[config.mk]
export PLATFORM = sky130hd
export DESIGN_NAME = updn_chain
export DESIGN_NICKNAME = d
export VERILOG_FILES = /design/src/rtl/updn_pkg.sv /design/src/rtl/updn_term.sv /design/src/rtl/updn_slice.sv /design/src/rtl/updn_chain.sv
export SDC_FILE = /design/constraint.sdc
export NUM_CORES = 1
export LEC_CHECK = 0
export CELL_PAD_IN_SITES_DETAIL_PLACEMENT = 1
export CELL_PAD_IN_SITES_GLOBAL_PLACEMENT = 2
export CORE_MARGIN = 5
export CORE_UTILIZATION = 27
export DETAILED_ROUTE_END_ITERATION = 6
export GPL_ROUTABILITY_DRIVEN = 0
export GPL_TIMING_DRIVEN = 0
export PLACE_DENSITY = 0.78
export SLEW_MARGIN = 10
export SYNTH_ARGS = -nofsm -noshare
export SYNTH_HDL_FRONTEND = slang
export SYNTH_SLANG_ARGS = --single-unit
[constraint.sdc]
create_clock -name clk -period 2.3 [get_ports clk]
set_input_delay 0.46 -clock clk [delete_from_list [all_inputs] [get_ports clk]]
set_output_delay 0.46 -clock clk [all_outputs]
set_load 0.01 [all_outputs]
[src/rtl/updn_pkg.sv]
package updn_pkg;

    parameter int SLICE_W = 4;

    typedef enum logic {
        DIR_DOWN = 1'b0,
        DIR_UP   = 1'b1
    } dir_e;

    typedef logic [SLICE_W-1:0] slice_t;

    // Value one step away in the chosen direction, wrapping at the slice edges.
    function automatic slice_t step_value(input slice_t v, input dir_e d);
        return (d == DIR_UP) ? slice_t'(v + 1'b1) : slice_t'(v - 1'b1);
    endfunction

    // Last value before a wrap in the chosen direction.
    function automatic logic at_end(input slice_t v, input dir_e d);
        return (d == DIR_UP) ? (v == '1) : (v == '0);
    endfunction

endpackage

[src/rtl/updn_term.sv]
module updn_term
    import updn_pkg::*;
(
    input  slice_t value_i,
    input  dir_e   dir_i,
    input  logic   en_n_i,
    output logic   tc_n_o
);
    always_comb begin
        tc_n_o = ~(~en_n_i & at_end(value_i, dir_i));
    end
endmodule

[src/rtl/updn_slice.sv]
module updn_slice
    import updn_pkg::*;
(
    input  logic   clk,
    input  logic   clr_i,
    input  logic   load_i,
    input  dir_e   dir_i,
    input  logic   en_n_i,
    input  slice_t data_i,
    output slice_t count_o,
    output logic   tc_n_o
);
    slice_t state_q;
    slice_t view;

    // Clear acts at once. Load is captured at every edge while it is high.
    always_ff @(posedge clk or posedge clr_i) begin
        if (clr_i) begin
            state_q <= '0;
        end else if (load_i) begin
            state_q <= data_i;
        end else if (!en_n_i) begin
            state_q <= step_value(state_q, dir_i);
        end
    end

    // A high load shows the data at once. A high clear has already zeroed the state.
    always_comb begin
        if (clr_i)       view = '0;
        else if (load_i) view = data_i;
        else             view = state_q;
    end

    assign count_o = view;

    updn_term u_term (
        .value_i (view),
        .dir_i   (dir_i),
        .en_n_i  (en_n_i),
        .tc_n_o  (tc_n_o)
    );
endmodule

[src/rtl/updn_chain.sv]
module updn_chain
    import updn_pkg::*;
#(
    parameter int STAGES = 2
) (
    input  logic                        clk,
    input  logic                        clr_i,
    input  logic                        load_i,
    input  logic                        up_i,
    input  logic                        en_n_i,
    input  logic [SLICE_W*STAGES-1:0]   data_i,
    output logic [SLICE_W*STAGES-1:0]   count_o,
    output logic                        tc_n_o
);
    localparam int TOTAL_W = SLICE_W * STAGES;

    dir_e              dir;
    logic [STAGES:0]   ripple_n;

    assign dir         = up_i ? DIR_UP : DIR_DOWN;
    assign ripple_n[0] = en_n_i;

    for (genvar k = 0; k < STAGES; k++) begin : g_slice
        updn_slice u_slice (
            .clk     (clk),
            .clr_i   (clr_i),
            .load_i  (load_i),
            .dir_i   (dir),
            .en_n_i  (ripple_n[k]),
            .data_i  (data_i[k*SLICE_W +: SLICE_W]),
            .count_o (count_o[k*SLICE_W +: SLICE_W]),
            .tc_n_o  (ripple_n[k+1])
        );
    end

    assign tc_n_o = ripple_n[STAGES];
endmodule

==> qor.yml, run 1 <==
timing:
  rsz0062_at_grt: "false"
  fmax_mhz: 449
  drv_slew: 0
  slew_headroom: 0.767
  tightest_slew_ns: 0.349
  finalSetupViolCount: 0
  worst_slack_ns: 0.0725
  fin_crit_ns: 2.23
  fin_worst_skew_ns: 0.00317
  tns_ns: 0
  finalHoldViolations: 0
  finalCritPeriodShare: 0.968
  hold_slack_ns: 0.513
final_layout:
  nFillCells: 360
  drive_above_1_share: 0.228
  top_register: "g_slice.u_slice.state_q"
  area_delta_synth_final_pct: 44.0
  top_regs: "g_slice.u_slice.state_q: 8 flops"
  antenna_cells: 0
  multiInputGateArea_um2: 602
  register_area_um2: 200
  fin_util: 0.395
  nets: 144
  fin_cells: 156
  fin_area_um2: 1180
  largest_reg_flops: 8
placement:
  post-place-ws_ns: -0.848
  dp.cells: 149
  io_buffers: 20
  place_area_um2: 1060
  hpwl_mm: 1.85
clock_network:
  clockRootBuffer: "clkbuf_4"
  cts_buffer_depth: 2
  worstSkewPairLatency_ns: 0.25
  tritoncts: "done"
  path_clk_slew_ns: 0.06
  cts_sinks: 8
  cts_max_level: 1
  numCtsBuffers: 3
critical_path:
  end_kind: "output pin"
  worstPathRequired_ns: 1.84
  worstPathMaxFanout: 2
  path_buf_inv: 2
  critPathArrivalTime_ns: 1.77
  cpPeakStageDelay_ns: 0.51
  path_cells: "clkdlybuf4s50_1, nand4_1, mux2_4, o22ai_4, nand2_1, buf_2"
  startpoint_type: "primary input"
  cp_top_family: "buffers and inverters"
  critPathSlowestCell: "clkdlybuf4s50_1"
  worst-setup-path-type: "primary input to output pin"
logic_synthesis:
  synth_most_common_cell: "a21oi_1"
  netlist_top_cells_count: "10 x a21oi_1, 8 x dfrtp_1, 8 x nand2_1, 7 x nand2b_1, 7 x nor2_1"
  ys_seq_elements: 8
  synthArstFlopShare: 1.00
  synth_edf_count: 0
  yosys.area.top_type: "dfrtp_1"
  ys_types: 36
  synth_flop_cell: "dfrtp_1"
  postSynthAreaPerCell_um2: 8.51
  synth_fp_nets: 115
  synthDominantCellAreaShare: 0.245
  yosysWarnings: 0
  synth_cells: 96
  synthTopCellsByArea: "dfrtp_1 25%, a21oi_1 6.1%, ha_1 6.1%, nand2b_1 5.4%, fa_1 4.9%"
  ys_seq_area_frac: 0.245
  synthesis.area_um2: 817
detailed_routing:
  vias_per_cell: 5.23
  route.detailed.drc: 0
  ant_nets: 0
  wl_per_cell_um: 15.9
  top_layer: "met4"
  m1WireLength_mm: 1.09
  drt_iter0_drc: 6
  vias: 816
  dr_wl_met2_mm: 1.23
  drt_first_pass_iters: 3
  wl_met3_um: 144
  wirelength_mm: 2.48
die:
  die_x_um: 65.0
  row_count: 20
  ios: 22
  coreArea_um2: 2980
  start_util: 0.274
  dieArea_um2: 4230
  chipHeight_um: 65.0
run:
  drv_cap: 0
global_routing:
  antenna_found_initial: 0
  grt_max_degree: 11
  grt_usage: 0.132
  grt_overflow: 0
  grt_pass1_vias: 877
  grt_pass1_wl_mm: 4.31
power_and_ir_drop:
  ir_drop_mv: 0.179
  power_mw: 0.534
  p_leak_nw: 0.537
  cellPowerDensity_nw_per_um2: 454
status:
  status: "completed"
hold_path:
  hp-class: "primary input to flop"
-- worst reg2reg max path, stage by stage, from the launching register on --
cell and delay [ns]:
dfrtp_1 0.43, ha_1 0.29, a21o_1 0.17, a21oi_1 0.16
xnor2_1 0.09, or3_1 0.30, a31oi_1 0.17
-- layout by cell type (no fill, tap or decap), types with 3 or more instances in the layout --
master	count
dfrtp_1	8
ha_1	4
mux2i_1	4
clkbuf_4	3
dlymetal6s2s_1	3
clkdlybuf4s50_1	8
inv_1	3
xnor2_1	4
nand2_1	8
nor2_1	7
nand2b_1	7
a21oi_1	8
dlygate4sd2_1	6
o21ai_1	6
nand4_1	3
buf_4	4
-- cell type report --
type	instances	area share
Multi-Input combinational cell	79	0.512
Timing Repair Buffer	24	0.183
Sequential cell	8	0.170
Buffer	5	0.0681
Tap cell	33	0.0351
Clock buffer	3	0.0191
Inverter	4	0.0128
-- what timing repair did --
item	in CTS	in global routing
pin swaps	3	0
setup buffers	4	0
hold buffers	0	0
gates resized for setup	27	10
setup endpoints to repair	9	2
-- power by group --
part	switching [mW]	internal (mW)
sequential	0.0331	0.161
clock	0.0488	0.0598
combinational	0.113	0.120
-- cell families after synthesis --
| logic type | after synthesis | share of synthesized area |
|---|---|---|
| fa+ha+maj | 6 | 0.110 |
| xor+xnor | 6 | 0.0643 |
| compound gates | 27 | 0.228 |
| buf+inv | 9 | 0.0612 |
| simple gates | 35 | 0.228 |
| mux | 5 | 0.0628 |
| flops | 8 | 0.245 |
-- per-layer routing --
metal,up-vias,GRT usage
li1,397,-
met1,400,0.156
met2,17,0.232
met3,2,0.0312
met4,0,0.0466
met5,-,0
-- path summary, 6_finish.rpt --
path / endpoint / slack [ns] / cells past startpoint / start
setup / recovery: tc_n_o / 0.07 / 6 / data_i[0]
hold / removal: g_slice[0].u_slice.state_q[3]$_DFFE_PP0P_ / 0.51 / 3 / en_n_i
setup reg to reg: g_slice[0].u_slice.state_q[3]$_DFFE_PP0P_ / 0.60 / 6 / g_slice[0].u_slice.state_q[1]$_DFFE_PP0P_
hold reg to reg: g_slice[1].u_slice.state_q[2]$_DFFE_PP0P_ / 0.60 / 2 / g_slice[1].u_slice.state_q[2]$_DFFE_PP0P_
max in group asynchronous: g_slice[0].u_slice.state_q[0]$_DFFE_PP0P_ / 1.46 / 3 / clr_i
min in group asynchronous: g_slice[0].u_slice.state_q[3]$_DFFE_PP0P_ / 0.58 / 3 / clr_i
No activity file was read; power rests on OpenSTA's default activity.
==> run 2, diff against run 1 <==
- CORE_UTILIZATION: 27 -> 33
- DONT_BUFFER_PORTS: default -> 1
- PLACE_DENSITY: 0.78 -> 0.73
==> run 2 against run 1 <==
Against the previous run:
- hold slack got worse by 0.15 ns
- cell area fell by 25%
- die area decreased by 15%
- clock-buffer cell count is the same
- largest cell class unchanged
- largest power group is now registers
- highest routed layer unchanged
==> qor.yml, run 2 (same netlist as run 1, synthesis figures left out) <==
die:
  chipHeight_um: 59.8  # was 65.0 µm
  row_count: 18  # was 20
  coreArea_um2: 2430  # was 2980 µm²
  dieArea_um2: 3570  # was 4230 µm²
  ios: 22  # unchanged
  start_util: 0.336  # was 0.274
  die_x_um: 59.8  # was 65.0 µm
run:
  drv_cap: 0  # unchanged
hold_path:
  min_path_cells: 2  # was 3
  holdCritStartpoint: "data_i[4]"  # was en_n_i
  hold_end: "g_slice[1].u_slice.state_q[0]$_DFFE_PP0P_"  # was g_slice[0].u_slice.state_q[3]$_DFFE_PP0P_
  hp-class: "primary input to flop"  # unchanged
timing:
  fin_worst_skew_ns: 0.00298  # was 0.00317 ns
  drv_slew: 0  # unchanged
  fin_crit_ns: 2.13  # was 2.23 ns
  finalSetupViolCount: 0  # unchanged
  tns_ns: 0  # unchanged
  finalCritPeriodShare: 0.925  # was 0.968
  rsz0062_at_grt: "false"  # unchanged
  tightest_slew_ns: 0.518  # was 0.349 ns
  fmax_mhz: 470  # was 449 MHz
  finalHoldViolations: 0  # unchanged
  slew_headroom: 0.654  # was 0.767
  hold_slack_ns: 0.359  # was 0.513 ns
final_layout:
  area_delta_synth_final_pct: 7.35  # was 44.0%
  nFillCells: 304  # was 360
  top_register: "g_slice.u_slice.state_q"  # unchanged
  largest_reg_flops: 8  # unchanged
  drive_above_1_share: 0.141  # was 0.228
  antenna_cells: 0  # unchanged
  final_cell_mix: "10 x a21oi_1, 8 x nand2_1, 8 x dfrtp_1"  # was 8 x nand2_1, 8 x a21oi_1, 8 x dfrtp_1, 8 x clkdlybuf4s50_1
  nets: 120  # was 144
  final_common_cell: "a21oi_1"
  top_regs: "g_slice.u_slice.state_q: 8 flops"  # unchanged
detailed_routing:
  wl_per_cell_um: 16.9  # was 15.9 µm
  drt_iter0_drc: 17  # was 6
  vias_per_cell: 5.53  # was 5.23
  drt_first_pass_iters: 4  # was 3
  vias: 714  # was 816
  ant_nets: 0  # unchanged
  route.detailed.drc: 0  # unchanged
  wirelength_mm: 2.18  # was 2.48 mm
clock_network:
  ctsResizeCount: 0  # was 27
  cts_hold_buf: 0  # unchanged
  tritoncts: "done"  # unchanged
  worstSkewPairLatency_ns: 0.25  # about the same
  cts_buffer_depth: 2  # unchanged
  cts_sinks: 8  # unchanged
  path_clk_slew_ns: 0.06  # about the same
  numCtsBuffers: 3  # unchanged
  cts_max_level: 1  # unchanged
  post_cts_buffers: 0  # was 4
  clockRootBuffer: "clkbuf_4"  # unchanged
critical_path:
  reg2reg_depth: 6  # unchanged
  critPathArrivalTime_ns: 1.67  # was 1.77 ns
  r2r-end: "g_slice[0].u_slice.state_q[3]$_DFFE_PP0P_"  # unchanged
  end_kind: "output pin"  # unchanged
  worst-setup-path-type: "primary input to output pin"  # unchanged
  reg2reg_from: "g_slice[0].u_slice.state_q[1]$_DFFE_PP0P_"  # unchanged
  path_cells: "clkbuf_4, clkbuf_1, buf_2, nand2_1, a21oi_1"  # was clkdlybuf4s50_1, nand4_1, mux2_4, o22ai_4, nand2_1, buf_2
  worstPathRequired_ns: 1.84  # about the same
  rrSetupSlack_ns: 0.57  # was 0.60 ns
  critPathSlowestCell: "clkbuf_1"  # was clkdlybuf4s50_1
  worstPathMaxFanout: 10  # was 2
  startpoint_type: "primary input"  # unchanged
  crit_path_start: "load_i"  # was data_i[0]
  cpPeakStageDelay_ns: 0.33  # was 0.51 ns
global_routing:
  grt_overflow: 0  # unchanged
  grt_pass1_wl_mm: 3.88  # was 4.31 mm
  antenna_found_initial: 0  # unchanged
  grt_usage: 0.146  # was 0.132
  grt_max_degree: 11  # unchanged
  grt_pass1_vias: 808  # was 877
placement:
  hpwl_mm: 1.74  # was 1.85 mm
  io_buffers: 0  # was 20
power_and_ir_drop:
  ir_drop_mv: 0.194  # was 0.179 mV
  p_leak_nw: 0.354  # was 0.537 nW
  cellPowerDensity_nw_per_um2: 537  # was 454 nW/µm²
status:
  status: "completed"  # unchanged
[run 2: worst max-delay path, delay by kind of cell]
family	cells	cell delay [ns]
AO/OA/AOI/OAI	1	0.26
buffers and inverters	3	0.82
AND/OR/NAND/NOR	1	0.12
[run 2: per-layer routing]
layer	global-route usage	wire length [µm]	part of all wire
met5	0	0	0
met4	0.0570	19	0.0087
met3	0.0367	138	0.063
met2	0.233	1020	0.47
met1	0.187	1010	0.46
[run 2: metrics by stage]
stage	worst slack, ns	std cells	utilization	total power [mW]	area, µm²
detailed placement	0.153	126	0.351	0.365	855
CTS	0.147	129	0.361	0.484	877
global placement	0.162	126	0.351	0.359	855
finish	0.173	129	0.361	0.471	877
global route	0.0190	129	0.361	0.518	877
floorplan	0.430	96	-	0.327	817
[run 2: report_power, final]
part / leakage, nW / internal, mW / switching [mW]
Sequential: 0.0956 / 0.160 / 0.0307
Clock: 0.0138 / 0.0600 / 0.0522
Combinational: 0.245 / 0.0769 / 0.0907
Total: 0.354 / 0.297 / 0.174
[run 2: final cells by class]
cell class	count	area, µm²	area share
Sequential cell	8	200	0.228
Buffer	5	35.0	0.0399
Tap cell	30	37.5	0.0428
Inverter	4	15.0	0.0171
Clock buffer	3	22.5	0.0257
Multi-Input combinational cell	79	567	0.646
[run 2: worst max path at each step]
stage | cells past startpoint | to
2_1_floorplan | 6 | tc_n_o
3_3_place_gp | 5 | count_o[2]
3_5_place_dp | 5 | count_o[2]
4_1_cts | 5 | count_o[2]
5_1_grt | 5 | count_o[2]
6_report | 5 | count_o[2]
==> run 3, diff against run 2 <==
- SKIP_CTS_REPAIR_TIMING: default -> 1
==> results of run 3 <==
Same layout as run 2: the final DEF is identical, and so are final timing and power.
